**src/rtl/stack_seq_pkg.sv**
```systemverilog
package stack_seq_pkg;

  typedef enum logic [1:0] {
    OP_PUSH = 2'd0,
    OP_PULL = 2'd1,
    OP_CALL = 2'd2,
    OP_RET  = 2'd3
  } stackOp_e;

  // strobes from control to datapath
  typedef struct packed {
    logic latchCmd;
    logic spInc;
    logic spDec;
    logic memWr;
    logic selHi;
    logic selLo;
    logic capLo;
    logic capPull;
    logic setTarget;
    logic setReturn;
    logic spLoadEn;
  } stackCtl_t;

endpackage

```
**src/rtl/stack_seq_ctrl.sv**
```systemverilog
module stack_seq_ctrl
  import stack_seq_pkg::*;
(
  input  logic      clk,
  input  logic      rstN,
  input  logic      cmdValid,
  input  logic [1:0] cmdOp,
  input  logic      spLoad,
  output stackCtl_t ctl,
  output logic      busy,
  output logic      done
);

  typedef enum logic [3:0] {
    S_IDLE, S_PUSH,
    S_PULL_INC, S_PULL_RD, S_PULL_CAP,
    S_CALL_HI, S_CALL_LO,
    S_RET_INC, S_RET_LO, S_RET_HI, S_RET_CAP,
    S_DONE
  } state_e;

  state_e state, stateNxt;

  always_ff @(posedge clk or negedge rstN) begin
    if (!rstN) state <= S_IDLE;
    else       state <= stateNxt;
  end

  always_comb begin
    ctl      = '0;
    stateNxt = state;
    unique case (state)
      S_IDLE: begin
        if (spLoad) begin
          ctl.spLoadEn = 1'b1;
        end else if (cmdValid) begin
          ctl.latchCmd = 1'b1;
          unique case (stackOp_e'(cmdOp))
            OP_PUSH: stateNxt = S_PUSH;
            OP_PULL: stateNxt = S_PULL_INC;
            OP_CALL: stateNxt = S_CALL_HI;
            OP_RET:  stateNxt = S_RET_INC;
          endcase
        end
      end
      S_PUSH: begin
        ctl.memWr = 1'b1;
        ctl.spDec = 1'b1;
        stateNxt  = S_DONE;
      end
      S_PULL_INC: begin
        ctl.spInc = 1'b1;
        stateNxt  = S_PULL_RD;
      end
      S_PULL_RD:  stateNxt = S_PULL_CAP;
      S_PULL_CAP: begin
        ctl.capPull = 1'b1;
        stateNxt    = S_DONE;
      end
      S_CALL_HI: begin
        ctl.memWr = 1'b1;
        ctl.selHi = 1'b1;
        ctl.spDec = 1'b1;
        stateNxt  = S_CALL_LO;
      end
      S_CALL_LO: begin
        ctl.memWr     = 1'b1;
        ctl.selLo     = 1'b1;
        ctl.spDec     = 1'b1;
        ctl.setTarget = 1'b1;
        stateNxt      = S_DONE;
      end
      S_RET_INC: begin
        ctl.spInc = 1'b1;
        stateNxt  = S_RET_LO;
      end
      S_RET_LO: begin
        ctl.spInc = 1'b1;
        stateNxt  = S_RET_HI;
      end
      S_RET_HI: begin
        ctl.capLo = 1'b1;
        stateNxt  = S_RET_CAP;
      end
      S_RET_CAP: begin
        ctl.setReturn = 1'b1;
        stateNxt      = S_DONE;
      end
      S_DONE:  stateNxt = S_IDLE;
      default: stateNxt = S_IDLE;
    endcase
  end

  assign busy = (state != S_IDLE);
  assign done = (state == S_DONE);

  AST_DONE_PULSE: assert property (@(posedge clk) disable iff (!rstN)
    done |=> !done);

  AST_BUSY_HOLD: assert property (@(posedge clk) disable iff (!rstN)
    (busy && !done) |=> busy);

  AST_IDLE_QUIET: assert property (@(posedge clk) disable iff (!rstN)
    !busy |-> !ctl.memWr);

endmodule

```
**src/rtl/stack_seq_dpath.sv**
```systemverilog
module stack_seq_dpath
  import stack_seq_pkg::*;
#(
  parameter int              ADDR_W     = 16,
  parameter int              DATA_W     = 8,
  parameter logic [ADDR_W-DATA_W-1:0] STACK_PAGE = 'h01,
  parameter logic [DATA_W-1:0] SP_RESET = '1
) (
  input  logic              clk,
  input  logic              rstN,
  input  stackCtl_t         ctl,
  input  logic [ADDR_W-1:0] cmdPc,
  input  logic [ADDR_W-1:0] cmdTarget,
  input  logic [DATA_W-1:0] cmdData,
  input  logic [DATA_W-1:0] spLoadVal,
  input  logic [DATA_W-1:0] memRdata,
  output logic [ADDR_W-1:0] memAddr,
  output logic [DATA_W-1:0] memWdata,
  output logic              memWe,
  output logic [DATA_W-1:0] spOut,
  output logic [DATA_W-1:0] pullData,
  output logic [ADDR_W-1:0] pcOut
);

  localparam int HALF_W = ADDR_W / 2;

  logic [DATA_W-1:0] sp;
  logic [ADDR_W-1:0] pcReg, retAddr, tgtReg;
  logic [DATA_W-1:0] datReg, loByte, pullReg;

  always_ff @(posedge clk or negedge rstN) begin
    if (!rstN) begin
      sp      <= SP_RESET;
      pcReg   <= '0;
      retAddr <= '0;
      tgtReg  <= '0;
      datReg  <= '0;
      loByte  <= '0;
      pullReg <= '0;
    end else begin
      if (ctl.spLoadEn)   sp <= spLoadVal;
      else if (ctl.spInc) sp <= sp + 1'b1;
      else if (ctl.spDec) sp <= sp - 1'b1;
      if (ctl.latchCmd) begin
        retAddr <= cmdPc - 1'b1;
        tgtReg  <= cmdTarget;
        datReg  <= cmdData;
      end
      if (ctl.capLo)   loByte  <= memRdata;
      if (ctl.capPull) pullReg <= memRdata;
      if (ctl.setTarget)      pcReg <= tgtReg;
      else if (ctl.setReturn) pcReg <= {memRdata, loByte} + 1'b1;
    end
  end

  always_comb begin
    if (ctl.selHi)      memWdata = retAddr[ADDR_W-1:HALF_W];
    else if (ctl.selLo) memWdata = retAddr[HALF_W-1:0];
    else                memWdata = datReg;
  end

  assign memAddr  = {STACK_PAGE, sp};
  assign memWe    = ctl.memWr;
  assign spOut    = sp;
  assign pullData = pullReg;
  assign pcOut    = pcReg;

  AST_NO_DOUBLE_STEP: assert property (@(posedge clk) disable iff (!rstN)
    !(ctl.spInc && ctl.spDec));

endmodule

```
**src/rtl/stack_sequencer.sv**
```systemverilog
module stack_sequencer
  import stack_seq_pkg::*;
#(
  parameter int ADDR_W = 16,
  parameter int DATA_W = 8,
  parameter logic [ADDR_W-DATA_W-1:0] STACK_PAGE = 'h01,
  parameter logic [DATA_W-1:0] SP_RESET = '1
) (
  input  logic              clk,
  input  logic              rstN,
  input  logic              cmdValid,
  input  logic [1:0]        cmdOp,
  input  logic [ADDR_W-1:0] cmdPc,
  input  logic [ADDR_W-1:0] cmdTarget,
  input  logic [DATA_W-1:0] cmdData,
  input  logic              spLoad,
  input  logic [DATA_W-1:0] spLoadVal,
  input  logic [DATA_W-1:0] memRdata,
  output logic [ADDR_W-1:0] memAddr,
  output logic [DATA_W-1:0] memWdata,
  output logic              memWe,
  output logic [DATA_W-1:0] spOut,
  output logic [DATA_W-1:0] pullData,
  output logic [ADDR_W-1:0] pcOut,
  output logic              busy,
  output logic              done
);

  stackCtl_t ctl;

  stack_seq_ctrl u_ctrl (
    .clk      (clk),
    .rstN     (rstN),
    .cmdValid (cmdValid),
    .cmdOp    (cmdOp),
    .spLoad   (spLoad),
    .ctl      (ctl),
    .busy     (busy),
    .done     (done)
  );

  stack_seq_dpath #(
    .ADDR_W     (ADDR_W),
    .DATA_W     (DATA_W),
    .STACK_PAGE (STACK_PAGE),
    .SP_RESET   (SP_RESET)
  ) u_dpath (
    .clk       (clk),
    .rstN      (rstN),
    .ctl       (ctl),
    .cmdPc     (cmdPc),
    .cmdTarget (cmdTarget),
    .cmdData   (cmdData),
    .spLoadVal (spLoadVal),
    .memRdata  (memRdata),
    .memAddr   (memAddr),
    .memWdata  (memWdata),
    .memWe     (memWe),
    .spOut     (spOut),
    .pullData  (pullData),
    .pcOut     (pcOut)
  );

  AST_WRITE_DECREMENTS: assert property (@(posedge clk) disable iff (!rstN)
    memWe |=> spOut == $past(spOut) - 1'b1);

  AST_PC_IDLE_STABLE: assert property (@(posedge clk) disable iff (!rstN)
    !busy |=> $stable(pcOut));

  AST_SP_IDLE_STABLE: assert property (@(posedge clk) disable iff (!rstN)
    (!busy && !spLoad) |=> $stable(spOut));

  AST_PULL_HOLD: assert property (@(posedge clk) disable iff (!rstN)
    !busy |=> $stable(pullData));

endmodule

```
**config.mk**
```make
export PLATFORM = sky130hd
export DESIGN_NAME = stack_sequencer
export DESIGN_NICKNAME = d
export VERILOG_FILES = /design/src/rtl/stack_seq_pkg.sv /design/src/rtl/stack_seq_ctrl.sv /design/src/rtl/stack_seq_dpath.sv /design/src/rtl/stack_sequencer.sv
export SDC_FILE = /design/constraint.sdc
export NUM_CORES = 1
export LEC_CHECK = 0
export BUFFER_PORTS_ARGS = -buffer_cell sky130_fd_sc_hd__buf_2
export CAP_MARGIN = 20
export CORE_MARGIN = 10
export CORE_UTILIZATION = 59
export CTS_BUF_LIST = sky130_fd_sc_hd__clkbuf_2
export CTS_CLUSTER_SIZE = 10
export DETAILED_ROUTE_END_ITERATION = 8
export PLACE_DENSITY = 0.88
export SYNTH_ARGS = -nofsm -noshare
export SYNTH_HDL_FRONTEND = slang
export SYNTH_SLANG_ARGS = --single-unit
```
**constraint.sdc**
```tcl
create_clock -name clk -period 4.3 [get_ports clk]
set_clock_uncertainty 0.05 [all_clocks]
set_input_delay 0.645 -clock clk [delete_from_list [all_inputs] [get_ports clk]]
set_output_delay 0.645 -clock clk [all_outputs]
set_load 0.005 [all_outputs]
```
==> impl_metrics.csv <==
group,metric,value,unit
status,status,"complete, no violations",
cells_and_area,drive_above_1_share,0.348,
timing,tns,0,ns
grt,overflow,0,
cells_and_area,final_cell_mix,"buf_2 (111), dfrtp_1 (76), nand2_1 (50)",
routing,ant_nets,0,
cts,h-tree-depth,3,
synthesis,synth_area_leaders,"dfrtp_1 (41%), mux2_2 (9.8%), dfstp_2 (4.6%)",
grt,grt_use_total,0.189,
setup_path,end_kind,"primary output",
routing,drt_iter0_markers,124,
cells_and_area,multi_input_area,0.00226,mm2
cts,clk_pin_slew,0.23,ns
cells_and_area,final_util,0.687,
setup_path,cp_top_family,"simple AND/OR/NAND/NOR gates",
routing,drc,0,
setup_path,crit_type,"register to primary output",
power_and_ir_drop,power_density,651,mW/mm2
cells_and_area,nNetsFinal,613,
grt,antenna_found_initial,1,
floorplan,die_w,108,um
timing,final-hold-violation-count,0,
cts,cts-root-buf,"clkbuf_2",
floorplan,initial_core_util,0.600,
routing,wl_per_cell,17.2,um
timing,finalCriticalPeriod,3.32,ns
timing,maxSlewViolCount,0,
floorplan,core-area,0.00765,mm2
cells_and_area,final_common_cell,"buf_2",
setup_path,crit_path_top_delay_cell,"nor2_1",
setup_path,critPathLaunchType,"register",
setup_path,cp.arrival,2.62,ns
cells_and_area,area_growth,14.4,%
routing,wirelength,11300,um
synthesis,async_flop_share,1.00,
cts,numCtsBuffers,9,
synthesis,ys_seq_area_frac,0.460,
synthesis,synthFlopType,"dfrtp_1",
timing,rsz0062_at_grt,"no",
cells_and_area,regArea,0.00211,mm2
cts,clock_latency,0.53,ns
synthesis,synth_area,0.00459,mm2
timing,setup-violations-final,0,
grt,grt_pass1_vias,3798,
floorplan,dieArea,0.0117,mm2
timing,finalWorstSetupSlack,0.980,ns
power_and_ir_drop,fin_total_pwr,3.42,mW
floorplan,ioPinCount,121,
placed_design,dp_cells,635,
cts,cts_tree,"built",
floorplan,die_y,108,um
synthesis,synth_edf_count,0,
cts,ctsResizeCount,0,
placed_design,io_buffer_count,112,
cells_and_area,instances_no_fill,655,
synthesis,netlist.top_cell.by_area,"dfrtp_1",
power_and_ir_drop,ir_drop,291,uV
setup_path,cp.required,3.61,ns
synthesis,yosysWarnings,0,
cells_and_area,fill_cells,626,
timing,fin_crit_sh,0.772,
synthesis,synth_cells,453,
grt,grt_max_degree,85,
routing,drt_pass1_iterations,5,
synthesis,synthDistinctLibCells,60,
synthesis,synth-seq-cells,84,
timing,tightest_slew,0.895,ns
setup_path,path_cells,"nand2b_1, nor2_1, o21ai_0, buf_2",
flow_run,maxCapViolCount,0,
placed_design,gp_congestion,0.912,
timing,fmax,301,MHz
synthesis,post_synth.cell_area_avg,10.1,um2
placed_design,pre_cts_slack,1.11,ns
routing,dr_total_vias,3730,
floorplan,fp-row-count,32,
timing,slew-limit-headroom,0.401,
setup_path,path_buf_inv,1,
synthesis,netlist.area_leader.share,0.414,
cts,cts.sinks,84,
power_and_ir_drop,static-leakage-power,2.39,nW
routing,via_per_inst,5.69,
cts,cts_buffer_depth,2,
min_path,hold_class,"primary input to register",
placed_design,hpwl,8300,um
setup_path,critical_path.max_stage_delay,0.71,ns
setup_path,critPathMaxFanout,20,
grt,grt_pass1_wl,18300,um
==> routing by layer <==
layer	global-route usage	wire length, um
met3	0.0416	715
met2	0.312	5520
met1	0.238	4820
met5	0	0
met4	0.0716	204
==> repair_timing <==
action	in CTS	in global routing
endpoints found under the hold margin	0	26
setup buffers	0	0
hold buffers	0	1
==> logic make-up after synthesis <==
family	synth area share
buffers and inverters	0.0542
other	0.00164
flip-flops	0.460
multiplexers	0.122
adder cells (fa/ha/maj)	0.00818
AO/OA/AOI/OAI	0.137
AND/OR/NAND/NOR	0.160
XOR/XNOR	0.0572
==> flip-flops by register name (all words and copies together) (netlist names) <==
register	flops
u_dpath.retAddr	16
u_ctrl.state	4
u_dpath.loByte	8
u_dpath.datReg	8
u_dpath.spOut	8
u_dpath.tgtReg	16
u_dpath.pullData	8
u_dpath.pcOut	16
==> report_power, final <==
| group | switching, mW | internal (mW) | total (mW) |
|---|---|---|---|
| registers | 0.374 | 1.21 | 1.58 |
| clock network | 0.278 | 0.0732 | 0.351 |
| logic | 0.737 | 0.750 | 1.49 |
==> cell usage after synthesis, drive strengths merged (4+ instances only) <==
library cell and n:
a22oi 13, a21oi 13, dfstp 8, inv 6, buf 25, o21ai 41, dfrtp 76, nand3 8
o22ai 5, or3 4, and3 6, xnor2 14, nand2 52, a2bb2oi 5, nor4 4, nand2b 6
nand4 6, mux2i 11, clkbuf 15, mux2 40, xor2 16, nor3 9, nor2b 7, nor2 20
==> worst min-delay path, delay by kind of cell <==
kind	cells	cell delay (ns)
buffers and inverters	1	0.10
AO/OA/AOI/OAI	1	0.07
AND/OR/NAND/NOR	1	0.04
==> through the flow <==
step	hold slack [ns]	instance area, um2
after floorplan	0.299	4610
after global placement	0.412	5100
after detailed placement	0.425	5100
after CTS	0.217	5180
after global routing	0.221	5250
final	0.239	5250
==> path summary, 6_finish.rpt <==
check	start	to	slack (ns)	cells past startpoint
max	u_ctrl.state[1]	memWdata[3]	0.98	4
min	spLoadVal[1]	u_dpath.spOut[1]	0.24	3
min reg2reg	u_dpath.retAddr[12]	u_dpath.retAddr[12]	0.47	2
min in group asynchronous	rstN	u_dpath.tgtReg[5]	0.50	2
max reg2reg	u_ctrl.state[1]	u_dpath.spOut[6]	0.98	9
max in group asynchronous	rstN	u_dpath.spOut[3]	3.05	3
==> cell type report <==
type / count / share of cell area
antenna: 1 / 0.000476
clock inverter: 6 / 0.00762
multi-input combinational: 329 / 0.429
sequential: 84 / 0.402
clock buffer: 9 / 0.00858
tap: 102 / 0.0243
inverter: 6 / 0.00429
timing repair buffer: 118 / 0.123
Power figures use the tool's default switching activity.
